## src/rtl/sio_pkg.sv

```systemverilog
package sio_pkg;
  localparam logic [7:0] KEY_B0 = 8'h87;
  localparam logic [7:0] KEY_B1 = 8'h01;
  localparam logic [7:0] KEY_B2 = 8'h55;
  localparam logic [7:0] KEY_B3 = 8'h55;

  localparam logic [7:0] IDX_EXIT   = 8'h02;
  localparam logic [7:0] IDX_DEVSEL = 8'h07;
  localparam logic [7:0] IDX_ID_HI  = 8'h20;
  localparam logic [7:0] IDX_ID_LO  = 8'h21;
  localparam logic [7:0] IDX_PIN_EN = 8'h27;
  localparam logic [7:0] IDX_INVERT = 8'hBA;
  localparam logic [7:0] IDX_SIMPLE = 8'hC2;
  localparam logic [7:0] IDX_DIR    = 8'hCA;
  localparam logic [7:0] IDX_STATUS = 8'hFC;

  localparam logic [7:0] GPIO_DEV   = 8'h07;
  localparam logic [7:0] EXIT_VALUE = 8'h02;

  typedef enum logic [2:0] {
    KS_IDLE, KS_GOT1, KS_GOT2, KS_GOT3, KS_OPEN
  } key_state_e;

  typedef struct packed {
    logic [7:0] en;
    logic [7:0] inv;
    logic [7:0] simple;
    logic [7:0] dir;
  } pin_cfg_t;
endpackage

```

## src/rtl/sio_key_detect.sv

```systemverilog
module sio_key_detect
  import sio_pkg::*;
(
  input  logic       clk,
  input  logic       rst_n,
  input  logic       idx_wr,
  input  logic [7:0] wdata,
  input  logic       exit_req,
  output logic       unlocked
);
  key_state_e st_q, st_d;

  function automatic logic [7:0] key_byte(key_state_e s);
    case (s)
      KS_IDLE: key_byte = KEY_B0;
      KS_GOT1: key_byte = KEY_B1;
      KS_GOT2: key_byte = KEY_B2;
      default: key_byte = KEY_B3;
    endcase
  endfunction

  always_comb begin
    st_d = st_q;
    if (st_q == KS_OPEN) begin
      if (exit_req) st_d = KS_IDLE;
    end else if (idx_wr) begin
      if (wdata == key_byte(st_q))
        st_d = (st_q == KS_GOT3) ? KS_OPEN : key_state_e'(st_q + 3'd1);
      else
        st_d = KS_IDLE;
    end
  end

  always_ff @(posedge clk or negedge rst_n) begin
    if (!rst_n) st_q <= KS_IDLE;
    else        st_q <= st_d;
  end

  assign unlocked = (st_q == KS_OPEN);

  assert_key_open_R2: assert property (@(posedge clk) disable iff (!rst_n)
    (st_q == KS_GOT3 && idx_wr && wdata == KEY_B3) |=> unlocked);

  assert_key_restart_R3: assert property (@(posedge clk) disable iff (!rst_n)
    (st_q != KS_OPEN && idx_wr && wdata != key_byte(st_q)) |=> (st_q == KS_IDLE));
endmodule

```

## src/rtl/sio_blink_div.sv

```systemverilog
module sio_blink_div #(
  parameter int BLINK_HALF = 25_000_000
) (
  input  logic clk,
  input  logic rst_n,
  output logic blink
);
  localparam int CW = $clog2(BLINK_HALF) + 1;
  localparam logic [CW-1:0] LIM = CW'(BLINK_HALF - 1);

  logic [CW-1:0] cnt_q, cnt_d;
  logic          blink_q, blink_d;
  logic          wrap;

  assign wrap = (cnt_q == LIM);

  always_comb begin
    cnt_d   = wrap ? '0 : cnt_q + 1'b1;
    blink_d = wrap ? ~blink_q : blink_q;
  end

  always_ff @(posedge clk or negedge rst_n) begin
    if (!rst_n) begin
      cnt_q   <= '0;
      blink_q <= 1'b0;
    end else begin
      cnt_q   <= cnt_d;
      blink_q <= blink_d;
    end
  end

  assign blink = blink_q;

  assert_blink_range_R9: assert property (@(posedge clk) disable iff (!rst_n)
    cnt_q <= LIM);
endmodule

```

## src/rtl/sio_cfg_regs.sv

```systemverilog
module sio_cfg_regs
  import sio_pkg::*;
#(
  parameter logic [7:0] EN_RESET   = 8'h0E,
  parameter logic [7:0] CHIP_ID_HI = 8'h87,
  parameter logic [7:0] CHIP_ID_LO = 8'h72
) (
  input  logic       clk,
  input  logic       rst_n,
  input  logic       unlocked,
  input  logic       idx_wr,
  input  logic       data_wr,
  input  logic [7:0] wdata,
  input  logic [7:0] pin_stat,
  output pin_cfg_t   cfg_o,
  output logic       exit_req,
  output logic [7:0] index_o,
  output logic [7:0] rd_val_o
);
  logic [7:0] index_q, index_d;
  logic [7:0] dev_q, dev_d;
  pin_cfg_t   cfg_q, cfg_d;
  logic       wr_ok, gpio_sel;

  assign wr_ok    = data_wr & unlocked;
  assign gpio_sel = (dev_q == GPIO_DEV);
  assign exit_req = wr_ok && (index_q == IDX_EXIT) && (wdata == EXIT_VALUE);

  always_comb begin
    index_d = index_q;
    if (exit_req)               index_d = IDX_DEVSEL;
    else if (idx_wr && unlocked) index_d = wdata;
  end

  always_comb begin
    dev_d = dev_q;
    cfg_d = cfg_q;
    if (wr_ok) begin
      if (index_q == IDX_DEVSEL) dev_d = wdata;
      if (gpio_sel) begin
        case (index_q)
          IDX_PIN_EN: cfg_d.en     = wdata;
          IDX_INVERT: cfg_d.inv    = wdata;
          IDX_SIMPLE: cfg_d.simple = wdata;
          IDX_DIR:    cfg_d.dir    = wdata;
          default: ;
        endcase
      end
    end
  end

  always_ff @(posedge clk or negedge rst_n) begin
    if (!rst_n) begin
      index_q      <= IDX_DEVSEL;
      dev_q        <= 8'h00;
      cfg_q.en     <= EN_RESET;
      cfg_q.inv    <= 8'h00;
      cfg_q.simple <= 8'h00;
      cfg_q.dir    <= 8'h00;
    end else begin
      index_q <= index_d;
      dev_q   <= dev_d;
      cfg_q   <= cfg_d;
    end
  end

  always_comb begin
    rd_val_o = 8'h00;
    case (index_q)
      IDX_DEVSEL: rd_val_o = dev_q;
      IDX_ID_HI:  rd_val_o = CHIP_ID_HI;
      IDX_ID_LO:  rd_val_o = CHIP_ID_LO;
      default: begin
        if (gpio_sel) begin
          case (index_q)
            IDX_PIN_EN: rd_val_o = cfg_q.en;
            IDX_INVERT: rd_val_o = cfg_q.inv;
            IDX_SIMPLE: rd_val_o = cfg_q.simple;
            IDX_DIR:    rd_val_o = cfg_q.dir;
            IDX_STATUS: rd_val_o = pin_stat;
            default:    rd_val_o = 8'h00;
          endcase
        end
      end
    endcase
  end

  assign cfg_o   = cfg_q;
  assign index_o = index_q;

  assert_locked_write_R4: assert property (@(posedge clk) disable iff (!rst_n)
    (!unlocked && data_wr) |=> ($stable(cfg_q) && $stable(dev_q)));

  assert_bank_gate_R6: assert property (@(posedge clk) disable iff (!rst_n)
    (dev_q != GPIO_DEV && data_wr) |=> $stable(cfg_q));
endmodule

```

## src/rtl/sio_gpio_pins.sv

```systemverilog
module sio_gpio_pins
  import sio_pkg::*;
#(
  parameter int         NPINS      = 8,
  parameter logic [7:0] PULL_LEVEL = 8'hA5
) (
  input  logic             clk,
  input  logic             rst_n,
  input  pin_cfg_t         cfg,
  input  logic             blink,
  input  logic [NPINS-1:0] pad_in,
  output logic [NPINS-1:0] pin_out,
  output logic [NPINS-1:0] pin_oe,
  output logic [NPINS-1:0] pin_stat
);
  logic [NPINS-1:0] sync1_q, sync2_q;

  always_ff @(posedge clk or negedge rst_n) begin
    if (!rst_n) begin
      sync1_q <= '0;
      sync2_q <= '0;
    end else begin
      sync1_q <= pad_in;
      sync2_q <= sync1_q;
    end
  end

  assign pin_stat = sync2_q;

  for (genvar i = 0; i < NPINS; i++) begin : g_pin
    logic base;
    assign base       = cfg.simple[i] ? PULL_LEVEL[i] : blink;
    assign pin_oe[i]  = cfg.en[i] & cfg.dir[i];
    assign pin_out[i] = pin_oe[i] & (base ^ cfg.inv[i]);

    assert_simple_steady_R8: assert property (@(posedge clk) disable iff (!rst_n)
      ($stable(cfg) && cfg.simple[i]) |-> $stable(pin_out[i]));
  end
endmodule

```

## src/rtl/sio_cfg_gpio.sv

```systemverilog
module sio_cfg_gpio
  import sio_pkg::*;
#(
  parameter int         BLINK_HALF = 25_000_000,
  parameter logic [7:0] PULL_LEVEL = 8'hA5,
  parameter logic [7:0] EN_RESET   = 8'h0E
) (
  input  logic       clk,
  input  logic       rst_n,
  input  logic       io_wr_i,
  input  logic       io_rd_i,
  input  logic       io_data_sel_i,
  input  logic [7:0] io_wdata_i,
  output logic [7:0] io_rdata_o,
  input  logic [7:0] gpio_in_i,
  output logic [7:0] gpio_out_o,
  output logic [7:0] gpio_oe_o
);
  localparam int NPINS = 8;

  logic       unlocked, exit_req, blink, idx_wr, data_wr;
  logic [7:0] index_q, rd_val, pin_stat;
  pin_cfg_t   cfg;

  assign idx_wr  = io_wr_i & ~io_data_sel_i;
  assign data_wr = io_wr_i &  io_data_sel_i;

  sio_key_detect u_key (
    .clk(clk), .rst_n(rst_n), .idx_wr(idx_wr), .wdata(io_wdata_i),
    .exit_req(exit_req), .unlocked(unlocked)
  );

  sio_cfg_regs #(.EN_RESET(EN_RESET)) u_regs (
    .clk(clk), .rst_n(rst_n), .unlocked(unlocked), .idx_wr(idx_wr),
    .data_wr(data_wr), .wdata(io_wdata_i), .pin_stat(pin_stat),
    .cfg_o(cfg), .exit_req(exit_req), .index_o(index_q), .rd_val_o(rd_val)
  );

  sio_blink_div #(.BLINK_HALF(BLINK_HALF)) u_blink (
    .clk(clk), .rst_n(rst_n), .blink(blink)
  );

  sio_gpio_pins #(.NPINS(NPINS), .PULL_LEVEL(PULL_LEVEL)) u_pins (
    .clk(clk), .rst_n(rst_n), .cfg(cfg), .blink(blink), .pad_in(gpio_in_i),
    .pin_out(gpio_out_o), .pin_oe(gpio_oe_o), .pin_stat(pin_stat)
  );

  always_comb begin
    if (!io_rd_i)           io_rdata_o = 8'h00;
    else if (!unlocked)     io_rdata_o = 8'hFF;
    else if (io_data_sel_i) io_rdata_o = rd_val;
    else                    io_rdata_o = index_q;
  end

  assert_chip_id_R5: assert property (@(posedge clk) disable iff (!rst_n)
    (unlocked && io_rd_i && io_data_sel_i && index_q == IDX_ID_HI) |-> (io_rdata_o == 8'h87));

  assert_exit_close_R7: assert property (@(posedge clk) disable iff (!rst_n)
    (unlocked && data_wr && index_q == IDX_EXIT && io_wdata_i == EXIT_VALUE) |=> !unlocked);

  assert_locked_read_R4: assert property (@(posedge clk) disable iff (!rst_n)
    ($past(!unlocked) && !unlocked && io_rd_i) |-> (io_rdata_o == 8'hFF));
endmodule

```

## config.mk

```make
export PLATFORM = sky130hd
export DESIGN_NAME = sio_cfg_gpio
export DESIGN_NICKNAME = d
export VERILOG_FILES = /design/src/rtl/sio_pkg.sv /design/src/rtl/sio_key_detect.sv /design/src/rtl/sio_blink_div.sv /design/src/rtl/sio_cfg_regs.sv /design/src/rtl/sio_gpio_pins.sv /design/src/rtl/sio_cfg_gpio.sv
export SDC_FILE = /design/constraint.sdc
export NUM_CORES = 1
export LEC_CHECK = 0
export BUFFER_PORTS_ARGS = -buffer_cell sky130_fd_sc_hd__buf_2
export CAP_MARGIN = 15
export CORE_UTILIZATION = 30
export DETAILED_ROUTE_END_ITERATION = 8
export GPL_ROUTABILITY_DRIVEN = 0
export PLACE_DENSITY_LB_ADDON = 0.25
export SETUP_SLACK_MARGIN = 0.2
export SYNTH_ARGS = -nofsm -noshare
export SYNTH_HDL_FRONTEND = slang
export SYNTH_SLANG_ARGS = --single-unit
```

## constraint.sdc

```tcl
create_clock -name clk -period 2.8 [get_ports clk]
set_clock_uncertainty 0.15 [all_clocks]
set_input_delay 0.14 -clock clk [delete_from_list [all_inputs] [get_ports clk]]
set_output_delay 0.14 -clock clk [all_outputs]
set_load 0.05 [all_outputs]
```

==> flow_summary.toml <==
[drt]
highest_layer = "met4"
route.met2.wl_um = 5870
wl_per_cell_um = 17.7
via_per_inst = 5.10
drc = 2
met3_length_um = 639
antenna_left = 0
via_count = 3441
drt_wl_total_um = 11900
drt-met1-wl_um = 5200
first_iter_violations = 132
drt-pass1-iter-count = 6

[cts]
cts.path.max_buffers = 2
numCtsBuffers = 9
cts.htree.levels = 3
clock-sinks = 94
clockRootBuffer = "clkbuf_16"
cts_tree = "done"
worstSkewPairLatency_ns = 0.35
path_clk_slew_ns = 0.07

[synth]
synth_nets = 436
yosys_most_used_dff = "dfrtp_1"
ys_warn_count = 0
yosys.area_share.simple = 0.184
ys_async_sr_fraction = 1.00
ys_ff_latch = 94
synthMuxAreaShare = 0.130
synthCells = 410
seq_area_frac_synth = 0.507
synthXorXnorAreaFrac = 0.0508
synth_top_family_by_area = "simple AND/OR/NAND/NOR gates"
synth_edf_count = 0
synth-compound-area-share = 0.0933
yosys.area_share.adder = 0.0134
avgSynthCellArea_um2 = 11.4
synth_cell_type_count = 51
syn_area_um2 = 4660

[grt]
grt_pass1_wl_um = 19400
gr-total-overflow = 0
grt_pass1_vias = 3517
antenna_found_initial = 0
groute.usage.overall = 0.160
grt_max_degree = 47

[die]
start_util = 0.307
die-height_um = 127
die_area_um2 = 16000
std_cell_rows = 45
fp.coreArea_um2 = 15100
pin_count = 45
die_w_um = 127

[layout]
mostFrequentLayoutCells = "84 x dfrtp_1, 45 x mux2_2, 35 x buf_2"
area_growth_pct = 24.5
final_common_cell = "dfrtp_1"
nNetsFinal = 508
stdcell_area_um2 = 5800
drive_gt1_frac = 0.345
diodes = 0
fin_cells = 675

[worst_setup_path]
critPathArrivalTime_ns = 2.35
end_kind = "output port"
path_class = "register to output port"
crit_fanout = 5
start_kind = "register"
cp.required_ns = 2.51

[placement]
dp_hpwl_um = 8500
dp.cells = 642
port_buffers = 44
place_area_um2 = 5200

[pwr]
p_leak_nw = 2.59
ir_worst_vdd_mv = 0.336
p_per_area_nw_per_um2 = 478

[timing]
fmax_mhz = 379
period_share = 0.942
grt_setup_unrepaired = "true"
slew_violations = 0
hold_viol = 0
fin_setup_tns_ns = 0
finalCriticalPeriod_ns = 2.64
slew_headroom = 0.588
worstMarginPinSlew_ns = 0.618
setup_viol = 0

[run_status]
violations = "DRC"
status = "finished, violations left"

[min_path]
hp-class = "input pin to register"

[run]
cap_viol_max_count = 0
-- through the flow --
step	setup WS, ns	utilization	total power [mW]	hold slack [ns]
floorplan	0.241	-	1.47	-0.306
global placement	0.249	0.343	1.54	0.0357
detailed placement	0.167	0.343	1.54	0.0412
CTS	0.186	0.379	2.81	0.00937
global route	0.0889	0.383	2.89	0.0407
finish	0.163	0.383	2.77	0.0170
-- cell usage after synthesis (2+ instances only) --
cell type   n  area share
dfrtp_1    88        0.47
mux2_2     45        0.11
nand2_1    26       0.021
nor2_1     22       0.018
and2_1     18       0.024
o21ai_0    16       0.017
xnor2_1    14       0.026
xor2_1     13       0.024
nand3_1    12       0.013
inv_1      11      0.0089
mux2i_1    10       0.022
nand4_1    10       0.013
a22o_1      8       0.015
clkbuf_1    8      0.0065
o211ai_1    8       0.013
o2bb2ai_1   8       0.015
a21oi_1     7      0.0075
a31oi_1     6      0.0081
and3_1      6      0.0081
dfstp_2     6       0.034
nor3_1      6      0.0065
and4_1      5      0.0094
ha_1        5       0.013
nor4_1      5      0.0067
or3_1       5      0.0067
nand2b_1    4      0.0054
buf_2       3      0.0032
nor3b_2     3      0.0081
nor4b_1     3      0.0056
or2_2       3      0.0040
or4_1       3      0.0048
nor2b_1     2      0.0027
nor4_4      2      0.0091
o21ai_1     2      0.0022
-- metal layers --
layer  up-vias  GRT usage
met5         -          0
met4         0     0.0638
met3        13     0.0456
met2        86      0.261
met1      1710      0.201
li1       1632          -
-- power by group --
group          total [mW]  switching, mW  internal [mW]
logic               0.153         0.0988         0.0545
registers            1.39         0.0133           1.38
clock network        1.23          0.535          0.693
total                2.77          0.647           2.12
-- state kept, by name, summed over array words and instances (netlist names) --
signal and count:
u_regs.cfg_o 32, u_blink.cnt_q 26, u_regs.index_o 8, u_regs.dev_q 8, u_pins.sync1_q 8, u_pins.pin_stat 8, u_blink.blink 1, u_key.st_q 3
-- final timing paths --
path / startpoint / end / slack, ns / cells past startpoint
worst min register to register: u_pins.sync1_q[3] / u_pins.pin_stat[3] / 0.19 / 0
min in group asynchronous: rst_n / u_regs.index_o[5] / 0.19 / 2
worst min-delay path: io_wdata_i[2] / u_regs.index_o[2] / 0.02 / 3
worst max-delay path: u_regs.index_o[1] / io_rdata_o[5] / 0.16 / 7
max in group asynchronous: rst_n / u_regs.cfg_o[26] / 1.42 / 3
worst max register to register: u_key.st_q[0] / u_key.st_q[0] / 0.37 / 7
-- final cells by class --
type	instances	area, µm²
multi-input cells	292	2330
well taps	188	235
repair buffers	74	524
clock inverters	7	75.1
inverters	11	41.3
fillers	1497	9350
clock buffers	9	225
flip-flops and latches	94	2360
-- kinds of logic (layout without fill, tap and decap cells) --
group	count (synthesis)	in the layout
buffers and inverters	24	101
muxes	55	55
AOI/OAI and AO/OA	62	62
xor gates and xnor gates	27	27
adders and majority gates	5	5
and+or+nand+nor	143	143
DFF	94	94
-- critical path, cell delays in order, from the launching register on --
cell and delay (ns):
dfstp_2 0.55, nor3b_4 0.23, nor3b_4 0.31, buf_6 0.19, a22o_1 0.19, o211ai_1 0.13, a31oi_2 0.21, buf_6 0.18
-- timing repair --
action,4_1_cts,5_1_grt
buffers inserted,7,0
gates resized for setup,25,13
pin swaps,4,4
hold buffers,9,0
endpoints found under the hold margin,49,0
setup endpoints to repair,8,8
cloned,1,0
No activity file was read; power rests on OpenSTA's default activity.
